===== src/rtl/bbm_pkg.sv =====
package bbm_pkg;

  localparam logic [2:0] OP_SELECT    = 3'd0;
  localparam logic [2:0] OP_WRITE     = 3'd1;
  localparam logic [2:0] OP_READ      = 3'd2;
  localparam logic [2:0] OP_RAW_ENTER = 3'd3;
  localparam logic [2:0] OP_RAW_EXIT  = 3'd4;

  localparam logic [7:0] RAW_ADDR = 8'h00;

  typedef enum logic [2:0] {
    ACT_DROP,
    ACT_SELECT,
    ACT_WRITE,
    ACT_READ,
    ACT_ENTER,
    ACT_EXIT
  } act_e;

  typedef enum logic [3:0] {
    ST_IDLE,
    ST_ASETUP,
    ST_AHIGH,
    ST_ALOW,
    ST_WGET,
    ST_WSETUP,
    ST_TURN,
    ST_RPUSH,
    ST_DHIGH,
    ST_DLOW,
    ST_REL
  } st_e;

  // Map a request onto the bus action it really causes, given raw mode.
  function automatic act_e decode_cmd(input logic [2:0] op, input logic [7:0] addr,
                                      input logic raw, input logic len_zero);
    act_e a;
    a = ACT_DROP;
    if (raw) begin
      if (op == OP_RAW_EXIT) a = ACT_EXIT;
    end else begin
      case (op)
        OP_SELECT:    a = (addr == RAW_ADDR) ? ACT_ENTER : ACT_SELECT;
        OP_WRITE:     a = (addr == RAW_ADDR) ? ACT_ENTER :
                          (len_zero ? ACT_SELECT : ACT_WRITE);
        OP_READ:      a = (addr == RAW_ADDR) ? ACT_ENTER :
                          (len_zero ? ACT_SELECT : ACT_READ);
        OP_RAW_ENTER: a = ACT_ENTER;
        default:      a = ACT_DROP;
      endcase
    end
    return a;
  endfunction

  // Number of clocks a state lasts; untimed states report 1.
  function automatic int unsigned phase_limit(input st_e st, input int unsigned ts,
                                              input int unsigned th, input int unsigned tl,
                                              input int unsigned tt);
    int unsigned r;
    case (st)
      ST_ASETUP, ST_WSETUP: r = ts;
      ST_AHIGH, ST_DHIGH:   r = th;
      ST_ALOW, ST_DLOW:     r = tl;
      ST_TURN:              r = tt;
      default:              r = 1;
    endcase
    return r;
  endfunction

  function automatic int unsigned max4(input int unsigned a, input int unsigned b,
                                       input int unsigned c, input int unsigned d);
    int unsigned m;
    m = a;
    if (b > m) m = b;
    if (c > m) m = c;
    if (d > m) m = d;
    return m;
  endfunction

endpackage


===== src/rtl/bbm_phase_timer.sv =====
module bbm_phase_timer #(
  parameter int unsigned CW = 4
) (
  input  logic          clk,
  input  logic          rst_n,
  input  logic          restart,
  input  logic [CW-1:0] limit,
  output logic          done
);

  logic [CW-1:0] cnt_q;

  assign done = (cnt_q == limit - 1'b1);

  always_ff @(posedge clk) begin
    if (!rst_n)       cnt_q <= '0;
    else if (restart) cnt_q <= '0;
    else if (!done)   cnt_q <= cnt_q + 1'b1;
  end

endmodule


===== src/rtl/bbm_burst_count.sv =====
module bbm_burst_count #(
  parameter int unsigned LEN_W = 8
) (
  input  logic             clk,
  input  logic             rst_n,
  input  logic             load,
  input  logic [LEN_W-1:0] load_val,
  input  logic             dec,
  output logic             last
);

  logic [LEN_W-1:0] rem_q;

  assign last = (rem_q == LEN_W'(1));

  always_ff @(posedge clk) begin
    if (!rst_n)                      rem_q <= '0;
    else if (load)                   rem_q <= load_val;
    else if (dec && rem_q != '0)     rem_q <= rem_q - 1'b1;
  end

endmodule


===== src/rtl/bbm_sequencer.sv =====
module bbm_sequencer
  import bbm_pkg::*;
#(
  parameter int unsigned T_SETUP = 1,
  parameter int unsigned T_HIGH  = 1,
  parameter int unsigned T_LOW   = 1,
  parameter int unsigned T_TURN  = 1,
  parameter int unsigned CW      = 2
) (
  input  logic          clk,
  input  logic          rst_n,
  input  logic          cmd_valid,
  output logic          cmd_ready,
  input  logic [2:0]    cmd_op,
  input  logic [7:0]    cmd_addr,
  input  logic          cmd_len_zero,
  output logic          burst_load,
  output logic          burst_dec,
  input  logic          burst_last,
  output logic          t_restart,
  output logic [CW-1:0] t_limit,
  input  logic          t_done,
  input  logic          wr_valid,
  output logic          wr_ready,
  input  logic [7:0]    wr_data,
  output logic          rd_valid,
  input  logic          rd_ready,
  output logic [7:0]    rd_data,
  input  logic [7:0]    bus_din,
  output logic [7:0]    bus_dout,
  output logic          bus_oe,
  output logic          bus_dir,
  output logic          bus_astb,
  output logic          bus_dstb,
  output logic          busy,
  output logic          raw_active,
  output logic          ev_sample
);

  st_e        st_q, st_n;
  act_e       act_q, act_in;
  logic [7:0] addr_q, data_q;
  logic       raw_q;
  logic       accept, go, is_read, wr_take, addr_done;

  assign act_in    = decode_cmd(cmd_op, cmd_addr, raw_q, cmd_len_zero);
  assign accept    = (st_q == ST_IDLE) && cmd_valid;
  assign go        = accept && (act_in != ACT_DROP);
  assign is_read   = (act_q == ACT_READ);
  assign wr_take   = (st_q == ST_WGET) && wr_valid;
  assign addr_done = (st_q == ST_ALOW) && t_done;

  assign ev_sample  = t_done && ((st_q == ST_TURN) ||
                      ((st_q == ST_DLOW) && is_read && !burst_last));
  assign burst_load = go;
  assign burst_dec  = (st_q == ST_DLOW) && t_done;
  assign t_restart  = (st_n != st_q);
  assign t_limit    = CW'(phase_limit(st_q, T_SETUP, T_HIGH, T_LOW, T_TURN));

  always_comb begin
    st_n = st_q;
    case (st_q)
      ST_IDLE:   if (go) st_n = ST_ASETUP;
      ST_ASETUP: if (t_done) st_n = ST_AHIGH;
      ST_AHIGH:  if (t_done) st_n = ST_ALOW;
      ST_ALOW:
        if (t_done) begin
          if (act_q == ACT_WRITE)     st_n = ST_WGET;
          else if (act_q == ACT_READ) st_n = ST_TURN;
          else                        st_n = ST_IDLE;
        end
      ST_WGET:   if (wr_valid) st_n = ST_WSETUP;
      ST_WSETUP: if (t_done) st_n = ST_DHIGH;
      ST_TURN:   if (t_done) st_n = ST_RPUSH;
      ST_RPUSH:  if (rd_ready) st_n = ST_DHIGH;
      ST_DHIGH:  if (t_done) st_n = ST_DLOW;
      ST_DLOW:
        if (t_done) begin
          if (burst_last) st_n = is_read ? ST_REL : ST_IDLE;
          else            st_n = is_read ? ST_RPUSH : ST_WGET;
        end
      ST_REL:    st_n = ST_IDLE;
      default:   st_n = ST_IDLE;
    endcase
  end

  always_ff @(posedge clk) begin
    if (!rst_n) begin
      st_q   <= ST_IDLE;
      act_q  <= ACT_DROP;
      addr_q <= '0;
      data_q <= '0;
      raw_q  <= 1'b0;
    end else begin
      st_q <= st_n;
      if (go) begin
        act_q  <= act_in;
        addr_q <= (act_in == ACT_ENTER) ? RAW_ADDR : cmd_addr;
      end
      if (wr_take)   data_q <= wr_data;
      if (ev_sample) data_q <= bus_din;
      if (addr_done) begin
        if (act_q == ACT_ENTER)     raw_q <= 1'b1;
        else if (act_q == ACT_EXIT) raw_q <= 1'b0;
      end
    end
  end

  always_comb begin
    bus_oe  = 1'b0;
    bus_dir = 1'b0;
    case (st_q)
      ST_ASETUP, ST_AHIGH, ST_ALOW, ST_WGET, ST_WSETUP: bus_oe = 1'b1;
      ST_TURN, ST_RPUSH, ST_REL:                         bus_dir = 1'b1;
      ST_DHIGH, ST_DLOW: begin
        bus_dir = is_read;
        bus_oe  = !is_read;
      end
      default: ;
    endcase
  end

  assign bus_dout   = (st_q == ST_ASETUP || st_q == ST_AHIGH || st_q == ST_ALOW) ?
                      addr_q : data_q;
  assign bus_astb   = (st_q == ST_AHIGH);
  assign bus_dstb   = (st_q == ST_DHIGH);
  assign busy       = (st_q != ST_IDLE);
  assign cmd_ready  = (st_q == ST_IDLE);
  assign wr_ready   = (st_q == ST_WGET);
  assign rd_valid   = (st_q == ST_RPUSH);
  assign rd_data    = data_q;
  assign raw_active = raw_q;

endmodule


===== src/rtl/bytebus_master.sv =====
module bytebus_master
  import bbm_pkg::*;
#(
  parameter int unsigned T_SETUP = 1,
  parameter int unsigned T_HIGH  = 2,
  parameter int unsigned T_LOW   = 2,
  parameter int unsigned T_TURN  = 1,
  parameter int unsigned LEN_W   = 8
) (
  input  logic             clk,
  input  logic             rst_n,
  input  logic             cmd_valid,
  output logic             cmd_ready,
  input  logic [2:0]       cmd_op,
  input  logic [7:0]       cmd_addr,
  input  logic [LEN_W-1:0] cmd_len,
  input  logic             wr_valid,
  output logic             wr_ready,
  input  logic [7:0]       wr_data,
  output logic             rd_valid,
  input  logic             rd_ready,
  output logic [7:0]       rd_data,
  input  logic [7:0]       bus_din,
  output logic [7:0]       bus_dout,
  output logic             bus_oe,
  output logic             bus_dir,
  output logic             bus_astb,
  output logic             bus_dstb,
  output logic             busy,
  output logic             raw_active
);

  localparam int unsigned TMAX = max4(T_SETUP, T_HIGH, T_LOW, T_TURN);
  localparam int unsigned CW   = (TMAX < 2) ? 1 : $clog2(TMAX + 1);

  logic          burst_load, burst_dec, burst_last;
  logic          t_restart, t_done;
  logic [CW-1:0] t_limit;
  logic          ev_sample;

  bbm_phase_timer #(.CW(CW)) u_timer (
    .clk     (clk),
    .rst_n   (rst_n),
    .restart (t_restart),
    .limit   (t_limit),
    .done    (t_done)
  );

  bbm_burst_count #(.LEN_W(LEN_W)) u_burst (
    .clk      (clk),
    .rst_n    (rst_n),
    .load     (burst_load),
    .load_val (cmd_len),
    .dec      (burst_dec),
    .last     (burst_last)
  );

  bbm_sequencer #(
    .T_SETUP (T_SETUP),
    .T_HIGH  (T_HIGH),
    .T_LOW   (T_LOW),
    .T_TURN  (T_TURN),
    .CW      (CW)
  ) u_seq (
    .clk          (clk),
    .rst_n        (rst_n),
    .cmd_valid    (cmd_valid),
    .cmd_ready    (cmd_ready),
    .cmd_op       (cmd_op),
    .cmd_addr     (cmd_addr),
    .cmd_len_zero (cmd_len == '0),
    .burst_load   (burst_load),
    .burst_dec    (burst_dec),
    .burst_last   (burst_last),
    .t_restart    (t_restart),
    .t_limit      (t_limit),
    .t_done       (t_done),
    .wr_valid     (wr_valid),
    .wr_ready     (wr_ready),
    .wr_data      (wr_data),
    .rd_valid     (rd_valid),
    .rd_ready     (rd_ready),
    .rd_data      (rd_data),
    .bus_din      (bus_din),
    .bus_dout     (bus_dout),
    .bus_oe       (bus_oe),
    .bus_dir      (bus_dir),
    .bus_astb     (bus_astb),
    .bus_dstb     (bus_dstb),
    .busy         (busy),
    .raw_active   (raw_active),
    .ev_sample    (ev_sample)
  );

endmodule


===== config.mk =====
export PLATFORM = sky130hd
export DESIGN_NAME = bytebus_master
export DESIGN_NICKNAME = d
export VERILOG_FILES = /design/src/rtl/bbm_pkg.sv /design/src/rtl/bbm_phase_timer.sv /design/src/rtl/bbm_burst_count.sv /design/src/rtl/bbm_sequencer.sv /design/src/rtl/bytebus_master.sv
export SDC_FILE = /design/constraint.sdc
export NUM_CORES = 1
export LEC_CHECK = 0
export ABC_CLOCK_PERIOD_IN_PS = 4100
export BUFFER_PORTS_ARGS = -buffer_cell sky130_fd_sc_hd__buf_4
export CORE_ASPECT_RATIO = 0.8
export CORE_MARGIN = 3
export CORE_UTILIZATION = 50
export CTS_BUF_LIST = sky130_fd_sc_hd__clkbuf_16
export CTS_CLUSTER_SIZE = 10
export DETAILED_ROUTE_END_ITERATION = 12
export PLACE_DENSITY = 0.87
export SETUP_SLACK_MARGIN = 0.3
export SLEW_MARGIN = 10
export SYNTH_ARGS = -nofsm -noshare
export SYNTH_HDL_FRONTEND = slang
export SYNTH_SLANG_ARGS = --single-unit

===== constraint.sdc =====
create_clock -name clk -period 4.1 [get_ports clk]
set_input_delay 0.615 -clock clk [delete_from_list [all_inputs] [get_ports clk]]
set_output_delay 0.615 -clock clk [all_outputs]
set_load 0.05 [all_outputs]

* Word level (Yosys, flattened, before mapping)
Index checks and enable logic that the tools add are counted.
** Storage, ports and cells
- Output and inout port bits :: 25
- Input bits :: 40
- Register bits after elaboration :: 34
** Cells by class
- Multiplexer cells :: 35
- Bitwise operators :: 1
- Equality and inequality tests :: 22
- Reduce and logical (&&, ||, !) cells :: 30
- Add/sub/neg operators :: 3
** Operators with widths (count)
- $mux 4 :: 13
- $mux 8 :: 6
- $pmux 4 s10 :: 1
- $mux 3 :: 6
- $eq 4x3->1 const B :: 4
- $logic_not 8->1 :: 2
- $eq 3x2->1 const B :: 4
- $eq 3x3->1 const B :: 4
- $eq 4x4->1 const B :: 3
- $pmux 3 s4 :: 1
- $logic_and 1x1->1 :: 9
- $eq 4x2->1 const B :: 2
- $eq 8x1->1 const B :: 1
- $mux 2 :: 4
- $reduce_bool 8->1 :: 1
- $sub 8x1->8 const B :: 1
- $reduce_bool 2->1 :: 3
- $reduce_or 5->1 :: 1
- $eq 4x1->1 const B :: 1
- $logic_not 4->1 :: 1
- $ne 4x4->1 :: 1
- $pmux 1 s2 :: 2
- $reduce_bool 4->1 :: 1
- $reduce_or 2->1 :: 2
- other kinds (13) :: 17

* Logic depth before layout (Yosys ltp)
- Depth in word-level cells :: 11
- Depth in mapped cells :: 9
- Mapped depth without buffers :: 8

* Cells and area by module
A second synthesis with hierarchy kept.
** Unflattened totals
- Cells, all modules :: 276
- Area total of the unflattened synthesis :: 2372.3 um2
** Modules (own cells, without submodules)
- bbm_sequencer :: area each 1722.9 um2, instances 1, sequential area each 480.5 um2, cells an instance 201
- bbm_burst_count :: area each 513.0 um2, instances 1, sequential area each 160.2 um2, cells an instance 59
- bbm_phase_timer :: area each 117.6 um2, instances 1, sequential area each 40.0 um2, cells an instance 13
- bytebus_master :: area each 18.8 um2, instances 1, sequential area each 0.0 um2, cells an instance 3

* Least setup slack after synthesis
No wires, ideal clock.
- Kind :: register to output
- Start :: register u_seq.st_q[2]
- End :: output port bus_dstb
- Path buffers :: 3
- Path slack :: 1.175 ns
- Cell stages (with the launch flop) :: 5
- Data required time :: 3.485 ns
- Data arrival time :: 2.310 ns
- Cells stage by stage :: dfxtp_1 > buf_6 > buf_2 > buf_2 > nor4_1
** Between the ends
- Longest elaborated chain between the ends :: 1
** RTL lines
- start: declaration :: RTL line bbm_sequencer.sv:40 : st_e st_q, st_n;
- start signal: assignment :: RTL line bbm_sequencer.sv:95 : st_q <= st_n;
- $eq 4x4->1 :: RTL line bbm_sequencer.sv:126 : assign bus_dstb = (st_q == ST_DHIGH);
- end: declaration :: RTL line bytebus_master.sv:28 : output logic bus_dstb,
No other way between the ends.

* Worst setup path in the final report
- Start :: register u_seq.st_q[1]
- End :: output port bus_dout[6]
** Between the ends
- Longest elaborated chain between the ends :: 4
** RTL lines
- $eq 4x1->1 or $eq 4x2->1 (tied branches) :: RTL line bbm_sequencer.sv:123 : assign bus_dout = (st_q == ST_ASETUP || st_q == ST_AHIGH || st_q == ST_ALOW) ?
- $logic_or 1x1->1 :: RTL line bbm_sequencer.sv:123
- $logic_or 1x1->1 * :: RTL line bbm_sequencer.sv:123
- $mux 8 * :: RTL line bbm_sequencer.sv:123
- end: declaration :: RTL line bytebus_master.sv:24 : output logic [7:0] bus_dout,
Mark *: on every way between the ends. The rest lies on a longest branch, timed or not.

==> flow_metrics.tcl <==
set metrics [dict create \
    total_routing_resource_utilization_after_global_routing 0.2368 \
    numClockSinks 34 \
    worst_hold_path_cells 2 \
    power.internal_mw 0.6475 \
    row_count 21 \
    tightestPinTransition_ns 0.8778 \
    first_global_vias 2118 \
    crit_path_start_kind "register" \
    via_count 2393 \
    drc 0 \
    slew_headroom 0.4140 \
    synth-main-ff-cell "sky130_fd_sc_hd__dfxtp_1" \
    skew_ns 0.005303 \
    globalRoute.totalOverflow 0 \
    synth_seq_area_share 0.2961 \
    die_width_um 81.81 \
    yosysUniqueCellTypes 63 \
    power.leakage_nw 1.133 \
    cts-resized-gates 0 \
    drt-total-wl_um 6340 \
    mappedNetlistArea_mm2 0.002298 \
    reg2reg_slack_ns 1.59 \
    fin_crit_sh 0.7484 \
    register_to_register_path_depth 8 \
    synth_async_sr_flop_share 0 \
    post_synthesis_average_cell_area_um2 7.926 \
    gpl.final_weighted_congestion 0.9612 \
    synth_cells 290 \
    holdBufCountCts 0 \
    detail_route.iter0.violations 238 \
    drt.antenna.violating_nets 0 \
    grt_pass1_wl_um 9936 \
    final-setup-viol-count 0 \
    critPathRequiredTime_ns 3.48 \
    fin_setup_tns_ns 0 \
    num_antenna_cells 0 \
    vdd.ir_drop.worst_v 0.0002093 \
    power.combinational.fraction 0.215 \
    total_non_filler_cell_area_in_the_finished_layout_mm2 0.002897 \
    power_density_mw_per_mm2 320.1 \
    first_pass_iteration_count_of_the_detailed_router 5 \
    hold_slack_ns 0.4641 \
    seq_power_share 0.400 \
    die_extent_in_y_um 66.64 \
    final_layout_size_suffix_gt1_frac 0.2770 \
    floorplan.io_pins 65 \
    status "finished, final reports clean" \
    yosys_warnings 0 \
    grt_max_degree 29 \
    cts_buffers 5 \
    p_clk_frac 0.385 \
    synth-edff-count 0 \
    cts_tree "built" \
    clk_pin_slew_ns 0.06 \
    critical_path_arrival_ns 2.45 \
    final_design_utilization 0.6722 \
    power.net_switching_mw 0.2797 \
    clock_tree.buffer_depth 2 \
    areaGrowthSynthToFinish_pct 26.02 \
    htree_num_levels 2 \
    die-area_mm2 0.005451 \
    dp_worst_setup_slack_ns 1.349 \
    timing.final.hold_violations 0 \
    io_buffer_count 64 \
    post-dp-hpwl_um 4705 \
    synth_seq_cells 34 \
    dpl_cell_area_mm2 0.002759 \
    critPathKind "reg -> out" \
    period_minus_slack_ns 3.068 \
    cap_viol_max_count 0 \
    cts_setup_buffers 0 \
    clk_root_buffer_cell "sky130_fd_sc_hd__clkbuf_16" \
    detail_route.wl_per_cell_um 15.85 \
    path_max_fanout 23 \
    hp-class "reg -> reg" \
    power.switching_fraction 0.3017 \
    design.final.nets 384 \
    slew_viol_final 0 \
    synth.net_count 332 \
    coreArea_mm2 0.004309 \
    num-fill-cells 376 \
    drt-vias-per-instance 5.983 \
    antenna_violations_before_repair 0 \
    setup_repair_after_global_routing_missed_its_margin "no" \
    clock_insertion_delay_worst_skew_ns 0.28 \
    critPathCaptureType "output port" \
    worst_slack_ns 1.032 \
    max_freq_mhz 325.9 \
    starting_density_of_the_core 0.5334 \
]
[worst max-delay path, stage by stage (launching register included)]
cell	delay (ns)
sky130_fd_sc_hd__dfxtp_1	0.80
sky130_fd_sc_hd__nor2_1	0.20
sky130_fd_sc_hd__nor3_2	0.55
sky130_fd_sc_hd__mux2_2	0.42
sky130_fd_sc_hd__buf_4	0.19
[synth_stat cells, types with 4 or more instances]
| library cell | count | area (µm²) |
|---|---|---|
| sky130_fd_sc_hd__nor2_1 | 23 | 86.33 |
| sky130_fd_sc_hd__xor2_1 | 4 | 35.03 |
| sky130_fd_sc_hd__nor3_1 | 5 | 25.02 |
| sky130_fd_sc_hd__a211oi_1 | 7 | 52.55 |
| sky130_fd_sc_hd__nor2b_1 | 7 | 43.79 |
| sky130_fd_sc_hd__mux2_2 | 8 | 90.09 |
| sky130_fd_sc_hd__o31ai_1 | 4 | 30.03 |
| sky130_fd_sc_hd__o21ai_0 | 6 | 30.03 |
| sky130_fd_sc_hd__a22oi_1 | 9 | 67.56 |
| sky130_fd_sc_hd__nor4_1 | 7 | 43.79 |
| sky130_fd_sc_hd__nand2_1 | 27 | 101.4 |
| sky130_fd_sc_hd__a21oi_1 | 21 | 105.1 |
| sky130_fd_sc_hd__clkbuf_1 | 7 | 26.28 |
| sky130_fd_sc_hd__a31oi_1 | 5 | 31.28 |
| sky130_fd_sc_hd__inv_1 | 10 | 37.54 |
| sky130_fd_sc_hd__nand3_1 | 17 | 85.08 |
| sky130_fd_sc_hd__o21ai_1 | 14 | 70.07 |
| sky130_fd_sc_hd__xnor2_1 | 6 | 52.55 |
| sky130_fd_sc_hd__buf_2 | 7 | 35.03 |
| sky130_fd_sc_hd__dfxtp_1 | 34 | 680.7 |
[sequential cells by signal, indices dropped and copies added, names as in the netlist]
name	flops
u_seq.addr_q	8
u_timer.cnt_q	2
u_seq.act_q	3
u_seq.rd_data	8
u_burst.rem_q	8
u_seq.raw_active	1
u_seq.st_q	4
[area by class of cell]
cell class / count / area (µm²) / share of cell area
Clock buffer: 5 / 125.1 / 0.04320
Clock inverter: 3 / 12.51 / 0.004320
Inverter: 11 / 41.29 / 0.01425
Multi-Input combinational cell: 226 / 1485 / 0.5127
Sequential cell: 34 / 680.7 / 0.2350
Tap cell: 57 / 71.32 / 0.02462
Timing Repair Buffer: 64 / 480.5 / 0.1659
[final timing paths]
| check | start | endpoint |
|---|---|---|
| hold reg to reg | u_seq.addr_q[0]$_SDFFE_PN0P_ | u_seq.addr_q[0]$_SDFFE_PN0P_ |
| setup / recovery | u_seq.st_q[1]$_SDFF_PN0_ | bus_dout[6] |
| hold / removal | u_seq.addr_q[0]$_SDFFE_PN0P_ | u_seq.addr_q[0]$_SDFFE_PN0P_ |
| setup reg to reg | u_seq.st_q[2]$_SDFF_PN0_ | u_timer.cnt_q[0]$_SDFFE_PP0N_ |
[per-stage QoR]
stage               power [mW]  std cells
floorplan               0.5089        290
global placement        0.5699        392
detailed placement      0.5741        392
CTS                     0.9304        400
global route            0.9635        400
finish                  0.9272        400
[cell families after synthesis]
kind of cell,after synthesis,share of synthesized area
compound gates,89,0.2744
xor+xnor,10,0.03810
fa+ha+maj,2,0.01089
buf+inv,30,0.05770
flops,34,0.2961
mux,9,0.04355
simple gates,116,0.2793
[routing by layer]
metal	vias to the layer above	GRT usage	wire length, µm
met5	-	0	0
met4	0	0.07469	109
met3	13	0.05270	487
met2	106	0.3498	2820
met1	1100	0.3383	2923
li1	1174	-	-
[cells in the final DEF, fill, tap and decap left out, types with 3 or more instances in the layout]
cell type                   instances
sky130_fd_sc_hd__o21ai_1           14
sky130_fd_sc_hd__nor2b_1            7
sky130_fd_sc_hd__a211oi_1           7
sky130_fd_sc_hd__xor2_1             4
sky130_fd_sc_hd__dfxtp_1           34
sky130_fd_sc_hd__o2111ai_1          3
sky130_fd_sc_hd__a21oi_1           21
sky130_fd_sc_hd__nor2_1            23
sky130_fd_sc_hd__mux2_2             8
sky130_fd_sc_hd__a31oi_1            5
sky130_fd_sc_hd__nand2_1           27
sky130_fd_sc_hd__nor3_2             3
sky130_fd_sc_hd__inv_1             11
sky130_fd_sc_hd__or3_1              3
sky130_fd_sc_hd__clkbuf_16          5
sky130_fd_sc_hd__buf_4             64
sky130_fd_sc_hd__nor4_1             7
sky130_fd_sc_hd__nand3_1           17
sky130_fd_sc_hd__a22oi_1            9
sky130_fd_sc_hd__o21ai_0            6
sky130_fd_sc_hd__o31ai_1            4
sky130_fd_sc_hd__nand2b_1           3
sky130_fd_sc_hd__xnor2_1            6
sky130_fd_sc_hd__nor3_1             5
[power groups by stage]
stage	clock (mW)	combinational [mW]	sequential, mW
final	0.357	0.199	0.371
after global routing	0.374	0.216	0.374
after CTS	0.362	0.199	0.370
after detailed placement	0	0.197	0.377
after global placement	0	0.194	0.376
after floorplan	0	0.144	0.365
Note: power is estimated with default switching activity, not from simulation.
